<file path="config.mk">
export PLATFORM = sky130hd
export DESIGN_NAME = simd_lane
export DESIGN_NICKNAME = d
export VERILOG_FILES = /design/src/rtl/simd_lane_pkg.sv /design/src/rtl/lane_regfile.sv /design/src/rtl/lane_lfsr.sv /design/src/rtl/lane_alu.sv /design/src/rtl/simd_lane.sv
export SDC_FILE = /design/constraint.sdc
export NUM_CORES = 2
export LEC_CHECK = 0
export BUFFER_PORTS_ARGS = -buffer_cell sky130_fd_sc_hd__buf_2
export CAP_MARGIN = 20
export CORE_MARGIN = 2
export CORE_UTILIZATION = 42
export CTS_CLUSTER_SIZE = 14
export DETAILED_ROUTE_END_ITERATION = 8
export PLACE_DENSITY = 0.68
export SKIP_CTS_REPAIR_TIMING = 1
export SYNTH_ARGS = -nofsm -noshare
export SYNTH_HDL_FRONTEND = slang
export SYNTH_HIERARCHICAL = 1
export SYNTH_SLANG_ARGS = --single-unit
</file>
<file path="constraint.sdc">
create_clock -name clk_i -period 13.9 [get_ports clk_i]
set_clock_uncertainty 0.1 [all_clocks]
set_input_delay 1.39 -clock clk_i [delete_from_list [all_inputs] [get_ports clk_i]]
set_output_delay 1.39 -clock clk_i [all_outputs]
set_load 0.02 [all_outputs]
</file>
<file path="src/rtl/simd_lane_pkg.sv">
package simd_lane_pkg;
  typedef enum logic [3:0] {
    OP_NOP  = 4'd0,
    OP_ADD  = 4'd1,
    OP_SUB  = 4'd2,
    OP_MUL  = 4'd3,
    OP_AND  = 4'd4,
    OP_OR   = 4'd5,
    OP_XOR  = 4'd6,
    OP_ADDI = 4'd7,
    OP_ASHR = 4'd8,
    OP_LT   = 4'd9,
    OP_LE   = 4'd10,
    OP_EQ   = 4'd11,
    OP_MVT  = 4'd12,
    OP_RND  = 4'd13
  } op_e;
endpackage

</file>
<file path="src/rtl/lane_regfile.sv">
module lane_regfile #(
  parameter int REG_N  = 32,
  parameter int DATA_W = 32,
  localparam int IDX_W = $clog2(REG_N)
) (
  input  logic              clk_i,
  input  logic              rst_ni,
  input  logic              we_i,
  input  logic [IDX_W-1:0]  waddr_i,
  input  logic [DATA_W-1:0] wdata_i,
  input  logic [IDX_W-1:0]  ra1_i,
  input  logic [IDX_W-1:0]  ra2_i,
  input  logic [IDX_W-1:0]  ra3_i,
  input  logic [IDX_W-1:0]  rab_i,
  input  logic [IDX_W-1:0]  raz_i,
  output logic [DATA_W-1:0] rd1_o,
  output logic [DATA_W-1:0] rd2_o,
  output logic [DATA_W-1:0] rd3_o,
  output logic [DATA_W-1:0] rdb_o,
  output logic [DATA_W-1:0] rdz_o
);
  logic [REG_N-1:0][DATA_W-1:0] mem;

  always_ff @(posedge clk_i or negedge rst_ni) begin
    if (!rst_ni)   mem <= '0;
    else if (we_i) mem[waddr_i] <= wdata_i;
  end

  assign rd1_o = mem[ra1_i];
  assign rd2_o = mem[ra2_i];
  assign rd3_o = mem[ra3_i];
  assign rdb_o = mem[rab_i];
  assign rdz_o = mem[raz_i];

  // a requested write lands at the addressed entry
  a_r2_write_lands: assert property (@(posedge clk_i) disable iff (!rst_ni)
    we_i |=> mem[$past(waddr_i)] == $past(wdata_i));
  // without a write the whole file holds
  a_r11_no_write_hold: assert property (@(posedge clk_i) disable iff (!rst_ni)
    !we_i |=> mem == $past(mem));
endmodule

</file>
<file path="src/rtl/lane_lfsr.sv">
module lane_lfsr #(
  parameter int          DATA_W = 32,
  parameter logic [31:0] SEED   = 32'h1357_9BDF
) (
  input  logic              clk_i,
  input  logic              rst_ni,
  input  logic              step_i,
  output logic [DATA_W-1:0] state_o
);
  logic [31:0] state;
  logic        fb;

  assign fb = state[31] ^ state[21] ^ state[1] ^ state[0];

  always_ff @(posedge clk_i or negedge rst_ni) begin
    if (!rst_ni)     state <= SEED;
    else if (step_i) state <= {state[30:0], fb};
  end

  generate
    if (DATA_W <= 32) begin : g_trunc
      assign state_o = state[DATA_W-1:0];
    end else begin : g_ext
      assign state_o = {{(DATA_W-32){1'b0}}, state};
    end
  endgenerate

  a_r9_state_nonzero: assert property (@(posedge clk_i) disable iff (!rst_ni)
    state != 32'h0);
  a_r9_hold_idle: assert property (@(posedge clk_i) disable iff (!rst_ni)
    !step_i |=> $stable(state));
endmodule

</file>
<file path="src/rtl/lane_alu.sv">
module lane_alu
  import simd_lane_pkg::*;
#(
  parameter int DATA_W = 32,
  localparam int SH_W  = $clog2(DATA_W)
) (
  input  op_e               op_i,
  input  logic [DATA_W-1:0] a_i,
  input  logic [DATA_W-1:0] b_i,
  input  logic [DATA_W-1:0] cond_i,
  input  logic [DATA_W-1:0] imm_i,
  input  logic [DATA_W-1:0] rnd_i,
  output logic [DATA_W-1:0] res_o,
  output logic              we_o
);
  logic [2*DATA_W-1:0] prod;
  assign prod = a_i * b_i;

  always_comb begin
    res_o = '0;
    we_o  = 1'b1;
    unique case (op_i)
      OP_ADD:  res_o = a_i + b_i;
      OP_SUB:  res_o = a_i - b_i;
      OP_MUL:  res_o = prod[DATA_W-1:0];
      OP_AND:  res_o = a_i & b_i;
      OP_OR:   res_o = a_i | b_i;
      OP_XOR:  res_o = a_i ^ b_i;
      OP_ADDI: res_o = a_i + imm_i;
      OP_ASHR: res_o = DATA_W'($signed(a_i) >>> imm_i[SH_W-1:0]);
      OP_LT:   res_o = DATA_W'($signed(a_i) <  $signed(b_i));
      OP_LE:   res_o = DATA_W'($signed(a_i) <= $signed(b_i));
      OP_EQ:   res_o = DATA_W'(a_i == b_i);
      OP_MVT: begin
        res_o = b_i;
        we_o  = (cond_i != '0);
      end
      OP_RND:  res_o = rnd_i;
      default: we_o  = 1'b0;
    endcase
  end
endmodule

</file>
<file path="src/rtl/simd_lane.sv">
module simd_lane
  import simd_lane_pkg::*;
#(
  parameter int          REG_N     = 32,
  parameter int          DATA_W    = 32,
  parameter int          IMM_W     = 14,
  parameter logic [31:0] LANE_SEED = 32'h1357_9BDF,
  localparam int         IDX_W     = $clog2(REG_N)
) (
  input  logic              clk_i,
  input  logic              rst_ni,
  input  logic [3:0]        op_i,
  input  logic [IDX_W-1:0]  rd_idx_i,
  input  logic [IDX_W-1:0]  rs1_idx_i,
  input  logic [IDX_W-1:0]  rs2_idx_i,
  input  logic [IMM_W-1:0]  imm_i,
  input  logic              buf_we_i,
  input  logic [IDX_W-1:0]  buf_idx_i,
  input  logic [DATA_W-1:0] buf_wdata_i,
  output logic [DATA_W-1:0] buf_rdata_o,
  input  logic [IDX_W-1:0]  zero_idx_i,
  output logic              zero_o
);
  op_e               op;
  logic [DATA_W-1:0] src_a, src_b, src_c, zdata, imm_ext, rnd, alu_res;
  logic              alu_we, rf_we;
  logic [IDX_W-1:0]  rf_waddr;
  logic [DATA_W-1:0] rf_wdata;

  assign op      = op_e'(op_i);
  assign imm_ext = {{(DATA_W-IMM_W){imm_i[IMM_W-1]}}, imm_i};

  lane_regfile #(.REG_N(REG_N), .DATA_W(DATA_W)) u_rf (
    .clk_i, .rst_ni,
    .we_i(rf_we), .waddr_i(rf_waddr), .wdata_i(rf_wdata),
    .ra1_i(rs1_idx_i), .ra2_i(rs2_idx_i), .ra3_i(rd_idx_i),
    .rab_i(buf_idx_i), .raz_i(zero_idx_i),
    .rd1_o(src_a), .rd2_o(src_b), .rd3_o(src_c),
    .rdb_o(buf_rdata_o), .rdz_o(zdata)
  );

  lane_alu #(.DATA_W(DATA_W)) u_alu (
    .op_i(op), .a_i(src_a), .b_i(src_b), .cond_i(src_c),
    .imm_i(imm_ext), .rnd_i(rnd), .res_o(alu_res), .we_o(alu_we)
  );

  lane_lfsr #(.DATA_W(DATA_W), .SEED(LANE_SEED)) u_rng (
    .clk_i, .rst_ni,
    .step_i(op == OP_RND && !buf_we_i),
    .state_o(rnd)
  );

  // buffer slot has priority over the ALU write port
  always_comb begin
    if (buf_we_i) begin
      rf_we    = 1'b1;
      rf_waddr = buf_idx_i;
      rf_wdata = buf_wdata_i;
    end else begin
      rf_we    = alu_we;
      rf_waddr = (op == OP_MVT) ? rs1_idx_i : rd_idx_i;
      rf_wdata = alu_res;
    end
  end

  assign zero_o = (zdata == '0);

  a_r8_mvt_false_no_write: assert property (@(posedge clk_i) disable iff (!rst_ni)
    (op == OP_MVT && !buf_we_i && src_c == '0) |-> !rf_we);
  a_r11_idle_no_write: assert property (@(posedge clk_i) disable iff (!rst_ni)
    (op_i == 4'd0 || op_i == 4'd14 || op_i == 4'd15) && !buf_we_i |-> !rf_we);
endmodule

</file>
==> results.json <==
{
  "outcome": "finished, final reports clean",
  "regToRegStartpoint": "u_rf/mem[8]$_DFFE_PN0P_",
  "syn_area_per_cell_um2": 9.68,
  "async_flop_share_pct": 100,
  "required_ps": 14490,
  "route.detailed.drc": 0,
  "h-tree-depth": 3,
  "fmax_ghz": 0.0843,
  "grt_max_degree": 151,
  "grt_pass1_wl_um": 694000,
  "cts_buffers": 117,
  "num_rows": 185,
  "nets": 11362,
  "drtIter0Drc": 16123,
  "finalWeightedCongestion": 1.01,
  "arrival_ps": 12460,
  "path_buf_inv": 9,
  "synth_edf_count": 0,
  "critPathLaunchType": "input pin",
  "first_global_vias": 96802,
  "dr.pass1.iters": 8,
  "yosysUniqueCellTypes": 91,
  "vias": 98681,
  "detail_route.wl_per_cell_um": 34.6,
  "cts.sinks": 1056,
  "grt_antenna_before_repair": 59,
  "netlist_area_um2": 108000,
  "grt_usage_pct": 36.3,
  "tightest_slew_ps": 1300,
  "path_clk_slew_ps": 60,
  "cts-root-buf": "clkbuf_16",
  "hp-class": "register to register",
  "maxCapViolations": 0,
  "syn-num-nets": 11843,
  "ant_nets": 0,
  "cts_tree": "yes",
  "rsz0062_at_grt": "false",
  "worstPathMaxFanout": 70,
  "drv_slew": 0,
  "slew_headroom_pct": 12.5,
  "rr_endpoint": "u_rf/mem[56]$_DFFE_PN0P_",
  "syn_inst": 11105,
  "drive_above_1_share_pct": 17.2,
  "critical_path.max_stage_delay_ps": 830,
  "core_um2": 254000,
  "start_util_pct": 42.3,
  "dieArea_um2": 260000,
  "hold_depth": 2,
  "r2r.worst_path.cells": 29,
  "setup_viol": 0,
  "crit_type": "input pin to register",
  "synth-seq-area-share_pct": 24.6,
  "min_from": "u_rng/state_o[22]$_DFFE_PN1P_",
  "end_kind": "register",
  "timing.final.hold_violations": 0,
  "cpMostUsedCell": "fa_1",
  "yosys_most_used_dff": "dfrtp_1",
  "fp.dieH_um": 510,
  "period_share_pct": 85.4,
  "place.port_buffers": 110,
  "ys_warn_count": 6,
  "dp_hpwl_um": 300000,
  "worst-r2r-setup-slack_ps": 3360,
  "pin_count": 111,
  "final.setup.tns_ps": 0,
  "cts_buffer_depth": 3,
  "crit_slowest_cell": "buf_4",
  "die_w_um": 510,
  "overflow": 0,
  "area_delta_synth_final_pct": 6.37,
  "crit_family": "adder cells",
  "hold-path-endpoint": "u_rng/state_o[22]$_DFFE_PN1P_",
  "routed_wl_um": 489000,
  "insertion_delay_ps": 840,
  "fin_crit_ps": 11870,
  "ys_seq_elements": 1056,
  "viasPerCell": 6.99
}
## cells by family after synthesis
group           Yosys count  share of synthesized area [%]
simple gates           2120                           8.81
fa+ha+maj               660                           10.5
xor+xnor                131                           1.07
buf+inv                1478                           6.38
compound gates         1919                           12.1
flops                  1056                           24.6
mux                    3741                           36.5
## per-stage QoR
step                      util (%)  hold slack (ps)  instances  setup WS (ps)  instance area, um^2
after floorplan                  -              355      11105           3550               108000
after global placement        43.3              392      13868           1670               110000
after detailed placement      43.3              399      13868           1640               110000
after CTS                     44.9              411      14086           2440               114000
after global routing          44.9              436      14099           1840               114000
final                         45.0              411      14117           2030               114000
## cell usage in the layout (no fill, tap or decap), drive strengths merged, types with 321 or more instances in the layout
| cell type | instances |
|---|---|
| mux2i | 2595 |
| mux2 | 1126 |
| dfrtp | 1036 |
| nand2 | 835 |
| a21oi | 587 |
| a22oi | 501 |
| nand3 | 501 |
| inv | 480 |
| nor2 | 420 |
| fa | 410 |
| buf | 389 |
| a22o | 321 |
## area by class of cell
type	instances	area, um^2
Fill cell	23813	140000
Timing Repair Buffer	389	3140
Tap cell	3366	4210
Antenna cell	28	70.1
Sequential cell	1056	26500
Clock buffer	158	3350
Clock inverter	60	761
Multi-Input combinational cell	8571	74500
Inverter	489	1840
## synthesized netlist by cell type, types with 250 or more instances
master    number  area [um^2]
mux2i_1     2595        26000
mux2_2      1060        11900
dfrtp_1     1036        25900
nand2_1      834         3130
a21oi_1      585         2930
a22oi_1      501         3760
nand3_1      501         2510
inv_1        469         1760
clkbuf_1     461         1730
fa_1         410         8210
nor2_1       404         1520
a22o_1       321         2810
ha_1         250         3130
## registers in the layout, summed over array words and instances (netlist names)
register       count
u_rf/mem        1024
u_rng/state_o     32
## how the worst max path moves through the flow
stage	depth (start not counted)	from	slack [ps]	end
after floorplan	38	rs1_idx_i[1]	3550	u_rf/mem[125]$_DFFE_PN0P_
after global placement	33	rs2_idx_i[1]	1670	u_rf/mem[414]$_DFFE_PN0P_
after detailed placement	33	rs2_idx_i[1]	1640	u_rf/mem[414]$_DFFE_PN0P_
after CTS	33	rs2_idx_i[1]	2440	u_rf/mem[414]$_DFFE_PN0P_
after global routing	32	rs2_idx_i[2]	1840	u_rf/mem[957]$_DFFE_PN0P_
final	33	rs2_idx_i[1]	2030	u_rf/mem[414]$_DFFE_PN0P_
## tightest hold or removal path, delay by kind of cell, from the launching register on
kind	cells	cell delay, ps
flops	1	380
buf+inv	1	50
compound gates	1	70
## per-layer routing
metal	share of wire, %	GRT usage, %
met4	9.6	28.1
met1	36	44.9
met2	40	50.6
met5	0.063	0
met3	15	13.9
Power is left out: the tool's default activity adds up to more than one toggle a clock period on the data nets, which glitch-free logic cannot reach.
